## src/rtl/igmp_cls_pkg.sv

```systemverilog
// Shared constants and types for the IGMP snooping classifier.
// Assumes byte 0 of each frame is the first destination-address byte.
package igmp_cls_pkg;

    localparam logic [15:0] ETYPE_IPV4  = 16'h0800;
    localparam logic [15:0] ETYPE_VLAN  = 16'h8100;
    localparam logic [15:0] LEN_LIMIT   = 16'd1500;
    localparam logic [7:0]  IP_PROTO_IGMP = 8'h02;
    localparam logic [3:0]  IP_VER4     = 4'h4;

    localparam int TYPE_OFS  = 12;   // first byte of type/length field
    localparam int L2_HDR    = 14;   // untagged Ethernet header length
    localparam int SNAP_LEN  = 8;    // LLC + SNAP header length
    localparam int VLAN_LEN  = 4;    // one 802.1Q tag
    localparam int PROTO_OFS = 9;    // protocol byte inside IPv4 header

    typedef enum logic [1:0] {
        ENC_NONE,
        ENC_ETH2,
        ENC_SNAP
    } encap_e;

    // Expected LLC/SNAP byte k for IP carried over SNAP.
    function automatic logic [7:0] snap_ref(input logic [2:0] k);
        case (k)
            3'd0, 3'd1: snap_ref = 8'hAA;
            3'd2:       snap_ref = 8'h03;
            3'd6:       snap_ref = 8'h08;
            default:    snap_ref = 8'h00;
        endcase
    endfunction

endpackage

```

## src/rtl/igmp_byte_index.sv

```systemverilog
// Byte position tracker: gives the offset of the byte on the bus within
// its frame and whether the byte belongs to a frame at all.
// Assumes in_sof marks byte 0 and in_eof marks the final byte; the
// offset saturates at its maximum so long frames cannot wrap.
module igmp_byte_index #(
    parameter int IDX_W = 6
) (
    input  logic             clk,
    input  logic             rst_n,
    input  logic             in_valid,
    input  logic             in_sof,
    input  logic             in_eof,
    output logic [IDX_W-1:0] cur_idx,
    output logic             byte_live
);

    localparam logic [IDX_W-1:0] IDX_MAX = {IDX_W{1'b1}};

    logic [IDX_W-1:0] nxt_q;
    logic             in_frame_q;

    // Offset of the present byte: zero on a start flag, else the running count.
    always_comb begin
        cur_idx   = in_sof ? '0 : nxt_q;
        byte_live = in_valid && (in_sof || in_frame_q);
    end

    // Advance the count per frame byte and track frame membership.
    always_ff @(posedge clk) begin
        if (!rst_n) begin
            nxt_q      <= '0;
            in_frame_q <= 1'b0;
        end else if (byte_live) begin
            nxt_q      <= (cur_idx == IDX_MAX) ? IDX_MAX : cur_idx + 1'b1;
            in_frame_q <= !in_eof;
        end
    end

    // Consecutive frame bytes must see consecutive offsets.
    assert_index_step_R7: assert property (@(posedge clk) disable iff (!rst_n)
        (byte_live && cur_idx != IDX_MAX) |=> (nxt_q == $past(cur_idx) + 1'b1));

endmodule

```

## src/rtl/igmp_hdr_match.sv

```systemverilog
// Header matcher: follows the type/length field, an optional VLAN tag,
// the SNAP header and the IPv4 version and protocol bytes, and raises
// decide on the byte that settles the frame.
// Assumes cur_idx from igmp_byte_index; state is cleared on every start
// byte, so leftover state from the previous frame is never consulted
// (no check fires at offset 0).
module igmp_hdr_match
    import igmp_cls_pkg::*;
#(
    parameter int IDX_W = 6
) (
    input  logic             clk,
    input  logic             rst_n,
    input  logic             byte_live,
    input  logic             in_sof,
    input  logic             in_eof,
    input  logic [7:0]       in_data,
    input  logic [IDX_W-1:0] cur_idx,
    output logic             decide,
    output logic             ipv4_igmp
);

    logic             tag_q;
    logic             decided_q;
    encap_e           enc_q;
    logic [7:0]       type_hi_q;

    logic [IDX_W-1:0] shift, hi_idx, lo_idx, snap_first, ip_base, proto_idx, snap_off;
    logic [15:0]      frame_type;
    logic             live, cap_hi, set_tag, set_enc, fail, proto_hit;
    encap_e           next_enc;

    // Offsets of the fields of interest, shifted by a seen VLAN tag.
    always_comb begin
        shift      = tag_q ? IDX_W'(VLAN_LEN) : '0;
        hi_idx     = IDX_W'(TYPE_OFS) + shift;
        lo_idx     = IDX_W'(TYPE_OFS + 1) + shift;
        snap_first = IDX_W'(L2_HDR) + shift;
        ip_base    = (enc_q == ENC_SNAP) ? IDX_W'(L2_HDR + SNAP_LEN) + shift
                                         : IDX_W'(L2_HDR) + shift;
        proto_idx  = ip_base + IDX_W'(PROTO_OFS);
        snap_off   = cur_idx - snap_first;
        frame_type = {type_hi_q, in_data};
    end

    // Per-byte field checks and the decision for this byte.
    always_comb begin
        live     = byte_live && (in_sof || !decided_q);
        cap_hi   = (enc_q == ENC_NONE) && (cur_idx == hi_idx);
        set_tag  = 1'b0;
        set_enc  = 1'b0;
        next_enc = ENC_NONE;
        fail     = 1'b0;
        if (enc_q == ENC_NONE && cur_idx == lo_idx && !in_sof) begin
            if (frame_type == ETYPE_VLAN && !tag_q) begin
                set_tag = 1'b1;
            end else if (frame_type == ETYPE_IPV4) begin
                set_enc  = 1'b1;
                next_enc = ENC_ETH2;
            end else if (frame_type <= LEN_LIMIT) begin
                set_enc  = 1'b1;
                next_enc = ENC_SNAP;
            end else begin
                fail = 1'b1;
            end
        end
        if (enc_q == ENC_SNAP && cur_idx >= snap_first &&
            cur_idx < snap_first + IDX_W'(SNAP_LEN) &&
            in_data != snap_ref(snap_off[2:0])) begin
            fail = 1'b1;
        end
        if (enc_q != ENC_NONE && cur_idx == ip_base && in_data[7:4] != IP_VER4) begin
            fail = 1'b1;
        end
        proto_hit = (enc_q != ENC_NONE) && (cur_idx == proto_idx) && !in_sof;
        decide    = live && (fail || proto_hit || in_eof);
        ipv4_igmp = proto_hit && !fail && (in_data == IP_PROTO_IGMP);
    end

    // Parse state: cleared on a start byte, updated on undecided frame bytes.
    always_ff @(posedge clk) begin
        if (!rst_n) begin
            tag_q     <= 1'b0;
            enc_q     <= ENC_NONE;
            type_hi_q <= '0;
            decided_q <= 1'b0;
        end else if (byte_live && in_sof) begin
            tag_q     <= 1'b0;
            enc_q     <= ENC_NONE;
            decided_q <= decide;
        end else if (live) begin
            if (cap_hi)  type_hi_q <= in_data;
            if (set_tag) tag_q     <= 1'b1;
            if (set_enc) enc_q     <= next_enc;
            if (decide)  decided_q <= 1'b1;
        end
    end

    // A decided frame stays decided for the rest of its bytes.
    assert_single_verdict_R7: assert property (@(posedge clk) disable iff (!rst_n)
        decide |=> decided_q);

    // A SNAP match can only come from at or beyond the untagged SNAP protocol byte.
    assert_snap_offset_R2: assert property (@(posedge clk) disable iff (!rst_n)
        (decide && ipv4_igmp && enc_q == ENC_SNAP) |->
            (cur_idx >= IDX_W'(L2_HDR + SNAP_LEN + PROTO_OFS)));

endmodule

```

## src/rtl/igmp_verdict.sv

```systemverilog
// Verdict stage: registers the decision pulse, latches the gated IGMP
// flag until the next frame starts, and forces the forwarding vector to
// the processor port while the flag is set.
// Assumes decide is asserted at most once per frame.
module igmp_verdict #(
    parameter int NPORTS   = 5,
    parameter int CPU_PORT = 4
) (
    input  logic              clk,
    input  logic              rst_n,
    input  logic              decide,
    input  logic              ipv4_igmp,
    input  logic              snoop_en,
    input  logic              byte_sof,
    input  logic [NPORTS-1:0] port_vec_in,
    output logic              verdict_valid,
    output logic              is_igmp,
    output logic [NPORTS-1:0] port_vec_out
);

    logic valid_q;
    logic hit_q;

    // Pulse on decision; latch gated match; clear when a new frame begins.
    always_ff @(posedge clk) begin
        if (!rst_n) begin
            valid_q <= 1'b0;
            hit_q   <= 1'b0;
        end else begin
            valid_q <= decide;
            if (decide)
                hit_q <= ipv4_igmp && snoop_en;
            else if (byte_sof)
                hit_q <= 1'b0;
        end
    end

    // Per-port override: processor port forced on, all others forced off.
    for (genvar p = 0; p < NPORTS; p++) begin : g_port
        if (p == CPU_PORT) begin : g_cpu
            assign port_vec_out[p] = port_vec_in[p] | hit_q;
        end else begin : g_other
            assign port_vec_out[p] = port_vec_in[p] & ~hit_q;
        end
    end

    assign verdict_valid = valid_q;
    assign is_igmp       = hit_q;

    // A latched trap must have been enabled when the frame was decided.
    assert_trap_needs_enable_R8: assert property (@(posedge clk) disable iff (!rst_n)
        $rose(hit_q) |-> $past(snoop_en));

    // A latched trap only appears together with a verdict pulse.
    assert_trap_with_verdict_R7: assert property (@(posedge clk) disable iff (!rst_n)
        $rose(hit_q) |-> valid_q);

endmodule

```

## src/rtl/igmp_snoop_classifier.sv

```systemverilog
// Top of the IGMP snooping classifier: byte index, header matcher and
// verdict stage in series. Assumes one header byte per in_valid cycle.
module igmp_snoop_classifier #(
    parameter int NPORTS   = 5,
    parameter int CPU_PORT = 4,
    parameter int IDX_W    = 6
) (
    input  logic              clk,
    input  logic              rst_n,
    input  logic              snoop_en,
    input  logic              in_valid,
    input  logic              in_sof,
    input  logic              in_eof,
    input  logic [7:0]        in_data,
    input  logic [NPORTS-1:0] port_vec_in,
    output logic              verdict_valid,
    output logic              is_igmp,
    output logic [NPORTS-1:0] port_vec_out
);

    logic [IDX_W-1:0] cur_idx;
    logic             byte_live;
    logic             decide;
    logic             ipv4_igmp;

    igmp_byte_index #(.IDX_W(IDX_W)) u_index (
        .clk       (clk),
        .rst_n     (rst_n),
        .in_valid  (in_valid),
        .in_sof    (in_sof),
        .in_eof    (in_eof),
        .cur_idx   (cur_idx),
        .byte_live (byte_live)
    );

    igmp_hdr_match #(.IDX_W(IDX_W)) u_match (
        .clk       (clk),
        .rst_n     (rst_n),
        .byte_live (byte_live),
        .in_sof    (in_sof),
        .in_eof    (in_eof),
        .in_data   (in_data),
        .cur_idx   (cur_idx),
        .decide    (decide),
        .ipv4_igmp (ipv4_igmp)
    );

    igmp_verdict #(.NPORTS(NPORTS), .CPU_PORT(CPU_PORT)) u_verdict (
        .clk           (clk),
        .rst_n         (rst_n),
        .decide        (decide),
        .ipv4_igmp     (ipv4_igmp),
        .snoop_en      (snoop_en),
        .byte_sof      (byte_live && in_sof),
        .port_vec_in   (port_vec_in),
        .verdict_valid (verdict_valid),
        .is_igmp       (is_igmp),
        .port_vec_out  (port_vec_out)
    );

endmodule

```

## config.mk

```make
export PLATFORM = sky130hd
export DESIGN_NAME = igmp_snoop_classifier
export DESIGN_NICKNAME = d
export VERILOG_FILES = /design/src/rtl/igmp_cls_pkg.sv /design/src/rtl/igmp_byte_index.sv /design/src/rtl/igmp_hdr_match.sv /design/src/rtl/igmp_verdict.sv /design/src/rtl/igmp_snoop_classifier.sv
export SDC_FILE = /design/constraint.sdc
export NUM_CORES = 1
export LEC_CHECK = 0
export ABC_AREA = 1
export BUFFER_PORTS_ARGS = -buffer_cell sky130_fd_sc_hd__buf_2
export CAP_MARGIN = 20
export CORE_MARGIN = 2
export CORE_UTILIZATION = 34
export CTS_BUF_LIST = sky130_fd_sc_hd__clkbuf_16
export CTS_CLUSTER_DIAMETER = 30
export DETAILED_ROUTE_END_ITERATION = 12
export SLEW_MARGIN = 5
export SYNTH_ARGS = -nofsm -noshare
export SYNTH_HDL_FRONTEND = slang
export SYNTH_SLANG_ARGS = --single-unit
```

## constraint.sdc

```tcl
create_clock -name clk -period 5.8 [get_ports clk]
set_clock_uncertainty 0.1 [all_clocks]
set_input_delay 0.58 -clock clk [delete_from_list [all_inputs] [get_ports clk]]
set_output_delay 0.58 -clock clk [all_outputs]
set_load 0.005 [all_outputs]
```

=== Word-level counts from Yosys, hierarchy flattened ===
Cells that the tools add are included.

* Flip-flop bits (word level): 21
* Bits of input ports: 19
* Word-level logic and storage cells: 105

* $add $sub $neg: 8
* $lt $le $gt $ge: 3
* Equality and inequality tests: 14
* Multiplexer cells: 26
* Bitwise logic cells: 8
* Reductions and logical operators: 38

{| class="wikitable"
|+ Operator list
! kind !! number
|-
| $eq A6 B6 Y1 || 4
|-
| $pmux W8 S3 || 1
|-
| $logic_and A1 B1 Y1 || 18
|-
| $mux W6 || 3
|-
| $mux W1 || 17
|-
| $eq A16 B12 Y1 const B || 1
|-
| $eq A16 B16 Y1 const B || 1
|-
| $le A16 B11 Y1 const B || 1
|-
| $add A4 B6 Y6 const A || 2
|-
| $add A6 B4 Y6 const B || 2
|-
| $eq A8 B2 Y1 const B || 1
|-
| $mux W2 || 4
|-
| $ne A8 B8 Y1 || 1
|-
| $add A5 B6 Y6 const A || 1
|-
| $add A6 B1 Y6 const B || 1
|-
| $eq A6 B6 Y1 const B || 1
|-
| $ge A6 B6 Y1 || 1
|-
| $lt A6 B6 Y1 || 1
|-
| $reduce_and A2 Y1 || 3
|-
| $reduce_bool A2 Y1 || 3
|-
| $add A4 B3 Y5 const A || 1
|-
| $logic_not A1 Y1 || 5
|-
| $and A1 B1 Y1 || 4
|-
| $logic_or A1 B1 Y1 || 4
|-
| 13 further kinds || 16
|}

=== Longest topological paths before layout ===
Gate-level depths: netlist (run 1).

* Word-level depth: 16
* Gate-level depth with buffers: 20
* Gate-level depth less buffers: 20

=== By module ===
Synthesis (run 1) repeated with hierarchy kept, for this count alone.

* Cell total of the unflattened synthesis: 289
* Area, all modules: 1,651.6 um^2

{| class="wikitable"
|+ Modules (own cells, without submodules)
! module !! times used !! cells each !! area each (um^2) !! sequential area each (um^2)
|-
| igmp_hdr_match || 1 || 194 || 1,087.3 || 240.2
|-
| igmp_byte_index || 1 || 71 || 439.2 || 140.1
|-
| igmp_verdict || 1 || 22 || 117.6 || 40.0
|-
| igmp_snoop_classifier || 1 || 2 || 7.5 || 0.0
|}

=== Worst setup path after synthesis (run 1) ===
No wires, ideal clock.

* Path kind: input -> register
* Start: in in_sof
* End: reg u_verdict.hit_q (netlist: u_verdict.is_igmp)
* Library setup time: 0.114 ns
* Arrival: 2.118 ns
* Data required time: 5.586 ns
* Setup slack: 3.468 ns
* Stages on the path: 19
* Buffers on the path: 0
* Cells stage by stage: inv_4 nand3_2 nand2_2 inv_1 ha_1 inv_1 nand3_1 nand2_1 nand2_1 nor2_1 nand2_1 nor2_1 nand3_1 nand2_1 nand3_2 nand2_2 nand2_1 nand2_1 nor2_2

* Cells in the longest elaborated chain, start to end: 14
* Elaborated cells on any way between the ends: 41
* Classes of those cells: add/sub (1); order compare (2); eq/ne (7); mux (6); reduce/logical (25)

{| class="wikitable"
|+ Ends and longest elaborated chain
! what !! line !! RTL
|-
| start, declared || igmp_snoop_classifier.sv:12 || <nowiki>input logic in_sof,</nowiki>
|-
| $mux W6 || igmp_byte_index.sv:24 || <nowiki>cur_idx = in_sof ? '0 : nxt_q;</nowiki>
|-
| $sub A3 B3 Y3 || igmp_hdr_match.sv:42 || <nowiki>snap_off = cur_idx - snap_first;</nowiki>
|-
| $eq A3 B1 Y1 or $logic_not A3 Y1 (tied branches) || igmp_cls_pkg.sv:25 || <nowiki>case (k)</nowiki>
|-
| $reduce_or A2 Y1 || igmp_cls_pkg.sv:25 ||
|-
| $pmux W8 S3 || igmp_cls_pkg.sv:25 ||
|-
| $ne A8 B8 Y1 || igmp_hdr_match.sv:69 || <nowiki>in_data != snap_ref(snap_off[2:0])) begin</nowiki>
|-
| $logic_and A1 B1 Y1 || igmp_hdr_match.sv:68 || <nowiki>cur_idx < snap_first + IDX_W'(SNAP_LEN) &&</nowiki>
|-
| $mux W1 || igmp_hdr_match.sv:67 || <nowiki>if (enc_q == ENC_SNAP && cur_idx >= snap_first &&</nowiki>
|-
| $mux W1 || igmp_hdr_match.sv:72 || <nowiki>if (enc_q != ENC_NONE && cur_idx == ip_base && in_data[7:4] != IP_VER4) begin</nowiki>
|-
| $logic_not A1 Y1 || igmp_hdr_match.sv:77 || <nowiki>ipv4_igmp = proto_hit && !fail && (in_data == IP_PROTO_IGMP);</nowiki>
|-
| $logic_and A1 B1 Y1 (2 in series) || igmp_hdr_match.sv:77 ||
|-
| $logic_and A1 B1 Y1 || igmp_verdict.sv:32 || <nowiki>hit_q <= ipv4_igmp && snoop_en;</nowiki>
|-
| $mux W1 || igmp_verdict.sv:31 || <nowiki>if (decide)</nowiki>
|-
| end signal, assigned || igmp_verdict.sv:32 ||
|-
| end, declared || igmp_verdict.sv:22 || <nowiki>logic hit_q;</nowiki>
|}

Several ways; a longest one is shown, not always the timed one.
A chain may end at the register's enable or synchronous reset.

=== Worst setup path in the final report (run 1) ===
Ends and elaborated chain as after synthesis.

==> flow_metrics.py, run 1 <==
metrics = {
    "clock_tree": {
        "cts_sinks": 21,
        "ctsHtreeMaxLevel": 1,
        "root_buffer": "clkbuf_16",
        "cts_setup_buffers": 0,
        "clk_latency_ns": 0.25,
        "cts_resized": 0,
        "cts_hold_buf": 0,
        "clk_pin_slew_ns": 0.06,
        "max-clock-path-buffers": 2,
        "cts_buffers": 3,
        "cts_tree": "yes",
    },
    "timing": {
        "rsz0062_at_grt": "no",
        "worst_slew_pin_slew_ns": 0.5119,
        "min_period_ns": 2.505,
        "whs_ns": 0.3802,
        "finalWorstSetupSlack_ns": 3.295,
        "slew_headroom_pct": 65.84,
        "finalSetupViolCount": 0,
        "timing_hold_violations_final": 0,
        "max_freq_mhz": 399.2,
        "period_share_pct": 43.19,
        "setup_tns_ns": 0,
        "drv_slew": 0,
    },
    "synthesis": {
        "synth_edf_count": 0,
        "syn_area_per_cell_um2": 6.241,
        "synth-seq-cells": 21,
        "synthFlopType": "dfxtp_1",
        "synth_common_cells": "nand2_1 (53), nor2_1 (39), inv_1 (36)",
        "yosys_warnings": 0,
        "yosysMostFrequentCell": "nand2_1",
        "synth_cells": 251,
        "syn-cell-area_um2": 1567,
        "seq_area_frac_synth_pct": 26.84,
        "ys_types": 32,
        "ys_top_cells_by_area": "dfxtp_1 (27%), nand2_1 (13%), nor2_1 (9.3%), inv_1 (8.6%), nand3_1 (6.1%)",
        "netlist.area_leader.share_pct": 26.84,
        "syn_nets": 276,
        "postSynth.asyncResetShare_pct": 0,
        "yosys.area.top_type": "dfxtp_1",
    },
    "route": {
        "wl_um": 3834,
        "vias": 1604,
        "drtPass1Iterations": 4,
        "drtAntennaViolNets": 0,
        "drt-initial-drc-count": 75,
        "wl_per_cell_um": 11.69,
        "drc": 0,
        "via_per_inst": 4.890,
    },
    "worst_setup_path": {
        "worstPathArrival_ns": 2.55,
        "path_max_fanout": 8,
        "cp-end-kind": "flop",
        "cpMaxStageDelayCell": "ha_1",
        "required_ns": 5.85,
        "cpPeakStageDelay_ns": 0.29,
        "worstSetupStartpointType": "input pin",
        "worstPathBufferInverterCount": 4,
        "critical_path_class": "input pin to flop",
        "path_delay_family": "simple AND/OR/NAND/NOR gates",
        "crit_top_cell": "nand2_1",
        "path_cells": "buf_2 -> inv_4 -> nand3_2 -> nand2_2 -> inv_1 -> ha_1 -> inv_1 -> nand3_1 -> nand2_1 -> nand2_1 -> nor2_1 -> nand2_1 -> nor2_1 -> nand3_1 -> nand2_1 -> nand3_2 -> nand2_2 -> nand2_1 -> nand2_1 -> nor2_2",
    },
    "pwr": {
        "p_leak_nw": 0.8833,
        "irDropWorstVdd_mv": 0.1081,
        "power_density_nw_per_um2": 194.0,
        "power_mw": 0.3522,
    },
    "place": {
        "dp_cells": 324,
        "pre_cts_ws_ns": 3.021,
        "gp_congestion": 0.9134,
        "hpwl_um": 3168,
        "io_buffers": 25,
        "placed_area_um2": 1737,
    },
    "die": {
        "design.die.area_um2": 5166,
        "die_w_um": 71.88,
        "io_pins": 26,
        "row_count": 24,
        "coreArea_um2": 4384,
        "chipHeight_um": 71.88,
        "start_util_pct": 35.73,
    },
    "layout": {
        "nets": 302,
        "stdcell_area_um2": 1815,
        "drive_above_1_share_pct": 18.84,
        "diodes": 0,
        "nFillCells": 474,
        "area_delta_synth_final_pct": 15.89,
        "fin_cells": 328,
        "post-route-util_pct": 41.41,
    },
    "min_path": {
        "hp-class": "flop to flop",
    },
    "flow_run": {
        "cap_violations": 0,
    },
    "global_routing": {
        "grt-ovfl-total": 0,
        "antenna_found_initial": 0,
        "grt_max_degree": 17,
        "grt_usage_pct": 16.09,
        "grt_pass1_vias": 1503,
        "grt_pass1_wl_um": 6658,
    },
    "status": {
        "status": "finished, final reports clean",
    },
}
==> sequential cells by signal, indices dropped and copies added (netlist names) <==
signal,count
u_verdict.is_igmp,1
u_match.tag_q,1
u_match.decided_q,1
u_index.in_frame_q,1
u_match.type_hi_q,8
u_index.nxt_q,6
u_match.enc_q,2
u_verdict.verdict_valid,1
==> routing by layer <==
metal / wire, um / vias to the layer above / global-route usage, %
met2: 1692 / 39 / 27.16
met3: 217 / 5 / 3.938
li1: - / 864 / -
met1: 1904 / 696 / 20.86
met4: 19 / 0 / 3.354
met5: 0 / - / 0
==> kinds of logic (layout without fill, tap and decap cells) <==
logic type,Yosys count,in the layout,synth area share (%)
simple gates,143,143,42.33
flops,21,21,26.84
fa+ha+maj,6,6,4.792
buf+inv,44,69,11.02
compound gates,36,36,14.46
xor+xnor,1,1,0.5592
==> power by group <==
part / switching, mW / total [mW] / internal [mW]
clock network: 0.0532 / 0.145 / 0.0919
registers: 0.00398 / 0.153 / 0.149
logic: 0.0346 / 0.0545 / 0.0198
==> cell type report <==
type	instances	area, um^2	share of cell area (%)
Clock buffer	3	75.07	4.135
Clock inverter	1	3.754	0.2068
Inverter	40	152.6	8.408
Multi-Input combinational cell	186	973.4	53.62
Sequential cell	21	420.4	23.16
Tap cell	52	65.06	3.584
Timing Repair Buffer	25	125.1	6.892
==> cell usage in the layout, fill, tap and decap left out, drive strengths merged <==
| cell | Yosys | routed |
|---|---|---|
| a21oi | 10 | 10 |
| nor4 | 3 | 3 |
| nand4 | 2 | 2 |
| o221ai | 1 | 1 |
| nand3 | 22 | 22 |
| a31oi | 2 | 2 |
| nor3 | 10 | 10 |
| dfxtp | 21 | 21 |
| ha | 6 | 6 |
| clkbuf | 2 | 3 |
| o21ai | 13 | 13 |
| nand2 | 61 | 61 |
| nor2 | 43 | 43 |
| or2 | 1 | 1 |
| inv | 40 | 41 |
| xnor2 | 1 | 1 |
| a211oi | 8 | 8 |
| buf | 2 | 25 |
| a221oi | 1 | 1 |
| a21o | 1 | 1 |
| nor3b | 1 | 1 |
==> final timing paths <==
path                                                    start                             end  slack [ns]  depth (start not counted)
worst max-delay path                                   in_sof  u_verdict.is_igmp$_SDFFE_PN0P_        3.29                         20
worst min-delay path            u_match.enc_q[0]$_SDFFE_PP0P_   u_match.enc_q[0]$_SDFFE_PP0P_        0.38                          2
worst max register to register     u_match.tag_q$_SDFFE_PP0P_  u_verdict.is_igmp$_SDFFE_PN0P_        3.34                         19
worst min register to register  u_match.enc_q[0]$_SDFFE_PP0P_   u_match.enc_q[0]$_SDFFE_PP0P_        0.38                          2
==> tightest hold or removal path, stage by stage, from the launching register on <==
cell and delay, ns:
dfxtp_1 0.31, inv_1 0.06, a21oi_1 0.06
No activity file was read; power rests on OpenSTA's default activity.
==> run 2: changes to the inputs <==
--- a/config.mk
+++ b/config.mk
@@ -5,7 +5,7 @@
 export SDC_FILE = /design/constraint.sdc
 export NUM_CORES = 1
 export LEC_CHECK = 0
-export ABC_AREA = 1
+export ABC_AREA = 0
 export BUFFER_PORTS_ARGS = -buffer_cell sky130_fd_sc_hd__buf_2
 export CAP_MARGIN = 20
 export CORE_MARGIN = 2
==> constraint.sdc (replaced) <==
create_clock -name clk -period 2.3 [get_ports clk]
set_clock_uncertainty 0.1 [all_clocks]
set_input_delay 0.23 -clock clk [delete_from_list [all_inputs] [get_ports clk]]
set_output_delay 0.23 -clock clk [all_outputs]
set_load 0.005 [all_outputs]
==> run 2 against run 1 <==
Effect of this change: the flow now finishes with violations (setup timing); design area up 13%; final cell count down 10%; routed wire length up 11%; worst setup slack worse by 3.5 ns; synthesized cell count down 22%; sequential share of layout area down 2.4 points.
==> flow_metrics.py, run 2 <==
metrics = {
    "timing": {
        "finalSetupViolCount": 3,
        "timing_hold_violations_final": 0,
        "max_freq_mhz": 402.5,
        "period_share_pct": 108.0,
        "min_period_ns": 2.484,
        "whs_ns": 0.07996,
        "finalWorstSetupSlack_ns": -0.1843,
        "slew_headroom_pct": 71.09,
        "rsz0062_at_grt": "yes",
        "worst_slew_pin_slew_ns": 0.4308,
        "drv_slew": 0,
    },
    "synthesis": {
        "syn_area_per_cell_um2": 7.858,
        "ys_top_cells_by_area": "dfxtp_1 (27%), nor2_1 (6.8%), mux2i_1 (5.2%), ha_1 (4.9%), nor2b_1 (4.9%)",
        "seq_area_frac_synth_pct": 27.29,
        "syn_nets": 221,
        "synth_common_cells": "nor2_1 (28), dfxtp_1 (21), nor2b_1 (12)",
        "synth-xor-area-share_pct": 3.331,
        "yosys.area.top_type": "dfxtp_1",
        "synth_cells": 196,
        "synthMuxAreaShare_pct": 5.199,
        "synth_fa_ha_area_share_pct": 5.524,
        "synthFlopType": "dfxtp_1",
        "synth_compound_gate_area_share_pct": 23.56,
        "netlist.area_leader.share_pct": 27.29,
        "ys_types": 53,
        "yosys_warnings": 0,
        "synth_edf_count": 0,
        "yosysMostFrequentCell": "nor2_1",
        "syn-cell-area_um2": 1540,
        "postSynth.asyncResetShare_pct": 0,
        "synth_top_family_by_area": "simple AND/OR/NAND/NOR gates",
        "synth-seq-cells": 21,
        "yosys.area_share.simple_pct": 29.98,
    },
    "place": {
        "gp_congestion": 0.8385,
        "placed_area_um2": 1936,
        "io_buffers": 25,
        "hpwl_um": 3245,
    },
    "worst_setup_path": {
        "r2r-start": "u_index.nxt_q[2]$_SDFFE_PN0P_",
        "cp-end-kind": "flop",
        "critical_path_class": "flop to flop",
        "required_ns": 2.36,
        "path_max_fanout": 3,
        "startpoint": "u_index.nxt_q[2]$_SDFFE_PN0P_",
        "worstPathArrival_ns": 2.54,
        "worstSetupStartpointType": "flop",
    },
    "layout": {
        "top_register": "u_match.type_hi_q",
        "multi_input_area_um2": 1105,
        "nets": 268,
        "nFillCells": 425,
        "diodes": 0,
        "final-seq-area_um2": 425.4,
        "mostFrequentLayoutCells": "nor2_1 (25), buf_2 (25), buf_4 (25)",
        "largest_reg_flops": 8,
        "stdcell_area_um2": 2054,
        "area_delta_synth_final_pct": 33.39,
        "drive_above_1_share_pct": 31.40,
        "top_regs": "u_match.type_hi_q: 8 flops, u_index.nxt_q: 6 flops, u_match.enc_q: 2 flops",
    },
    "global_routing": {
        "grt-ovfl-total": 0,
        "grt_pass1_wl_um": 7182,
        "antenna_found_initial": 0,
        "grt_usage_pct": 17.76,
        "grt_max_degree": 20,
        "grt_pass1_vias": 1546,
    },
    "route": {
        "wl_per_cell_um": 14.46,
        "drt-initial-drc-count": 82,
        "top_layer": "met4",
        "drc": 0,
        "wl_met2_um": 2003,
        "drtAntennaViolNets": 0,
        "via_per_inst": 5.527,
        "wl_um": 4252,
        "met1_length_um": 1969,
        "vias": 1625,
        "drtPass1Iterations": 4,
        "wl_met3_um": 159,
    },
    "clock_tree": {
        "clk_latency_ns": 0.26,
        "ctsHtreeMaxLevel": 1,
        "max-clock-path-buffers": 2,
        "root_buffer": "clkbuf_16",
        "cts_sinks": 21,
        "clk_pin_slew_ns": 0.07,
        "cts_tree": "yes",
        "cts_buffers": 3,
    },
    "min_path": {
        "hold_path.startpoint": "in_eof",
        "hp-class": "input pin to flop",
    },
    "die": {
        "row_count": 24,
        "design.die.area_um2": 5084,
        "start_util_pct": 35.37,
        "coreArea_um2": 4354,
        "die_w_um": 71.31,
        "chipHeight_um": 71.31,
        "io_pins": 26,
    },
    "pwr": {
        "seqPwrFrac_pct": 41.0,
        "p_leak_nw": 0.7990,
        "power_density_nw_per_um2": 442.3,
        "irDropWorstVdd_mv": 0.4370,
        "intPower_mw": 0.6699,
        "swShare_pct": 26.28,
        "p_clk_share_pct": 42.9,
        "pwr-share-comb_pct": 16.2,
        "switchingPower_mw": 0.2388,
    },
    "flow_run": {
        "cap_violations": 0,
    },
    "status": {
        "violations": "setup timing",
        "status": "finished, violations left",
    },
}
run 2: cell types whose count changed after synthesis, moves of 7 or more:
cell	change
nor2_1	-11
nand3_1	-14
o21ai_1	+7
o21ai_0	-9
mux2i_1	+8
nor2b_1	+12
inv_1	-27
nand2_1	-45
nand2_2	-8
run 2: per-stage QoR:
step / setup TNS (ns) / total power, mW / util, % / worst slack [ns] / std cells
floorplan: -0.3255 / 0.4621 / - / -0.1869 / 196
global placement: -0.4925 / 0.5218 / 44.45 / -0.2052 / 288
detailed placement: -0.5672 / 0.5228 / 44.45 / -0.2243 / 288
CTS: -0.5007 / 0.9138 / 46.58 / -0.2289 / 293
global route: -0.8427 / 0.9436 / 47.18 / -0.3074 / 294
finish: -0.4479 / 0.9087 / 47.18 / -0.1843 / 294
run 2: cell type report:
| type | instances | area share [%] |
|---|---|---|
| Inverter | 9 | 1.644 |
| Sequential cell | 21 | 20.71 |
| Tap cell | 52 | 3.167 |
| Multi-Input combinational cell | 156 | 53.78 |
| Clock buffer | 3 | 3.654 |
| Timing Repair Buffer | 52 | 16.75 |
| Clock inverter | 1 | 0.3045 |
run 2: logic make-up after synthesis:
kind of cell	Yosys count
simple gates	87
compound gates	49
xor+xnor	5
buf+inv	19
flops	21
fa+ha+maj	7
mux	8
run 2: per-layer routing:
metal / vias to the layer above / global-route usage, %
li1: 809 / -
met1: 769 / 22.90
met2: 39 / 30.04
met3: 8 / 2.532
met4: 0 / 6.709
met5: - / 0
run 2: what timing repair did:
item                       4_1_cts  5_1_grt
pin swaps                        3        4
setup buffers                    1        1
resized for setup                1        6
hold buffers                     0        0
setup endpoints to repair        3        6
run 2: worst paths after layout:
path	end	slack [ns]	depth (start not counted)
worst min-delay path	u_index.in_frame_q$_SDFFE_PN0P_	0.08	2
worst max register to register	u_match.decided_q$_SDFFE_PN0P_	-0.18	10
worst min register to register	u_match.type_hi_q[5]$_SDFFE_PN0P_	0.41	2
worst max-delay path	u_match.decided_q$_SDFFE_PN0P_	-0.18	10
run 2: power groups by stage:
stage | Combinational, mW | Clock [mW] | Sequential (mW)
2_1_floorplan | 0.0821 | 0 | 0.380
3_3_place_gp | 0.141 | 0 | 0.380
3_5_place_dp | 0.143 | 0 | 0.380
4_1_cts | 0.144 | 0.397 | 0.372
5_1_grt | 0.162 | 0.409 | 0.372
6_report | 0.147 | 0.389 | 0.372
run 2: worst max-delay path, cell delays in order, from the launching register on:
cell,delay [ns]
dfxtp_4,0.34
nor2b_4,0.14
xnor2_2,0.12
inv_1,0.09
ha_4,0.22
or3b_4,0.39
nor2_4,0.10
nand3_2,0.09
a2111oi_4,0.39
o211ai_2,0.15
a32o_1,0.24
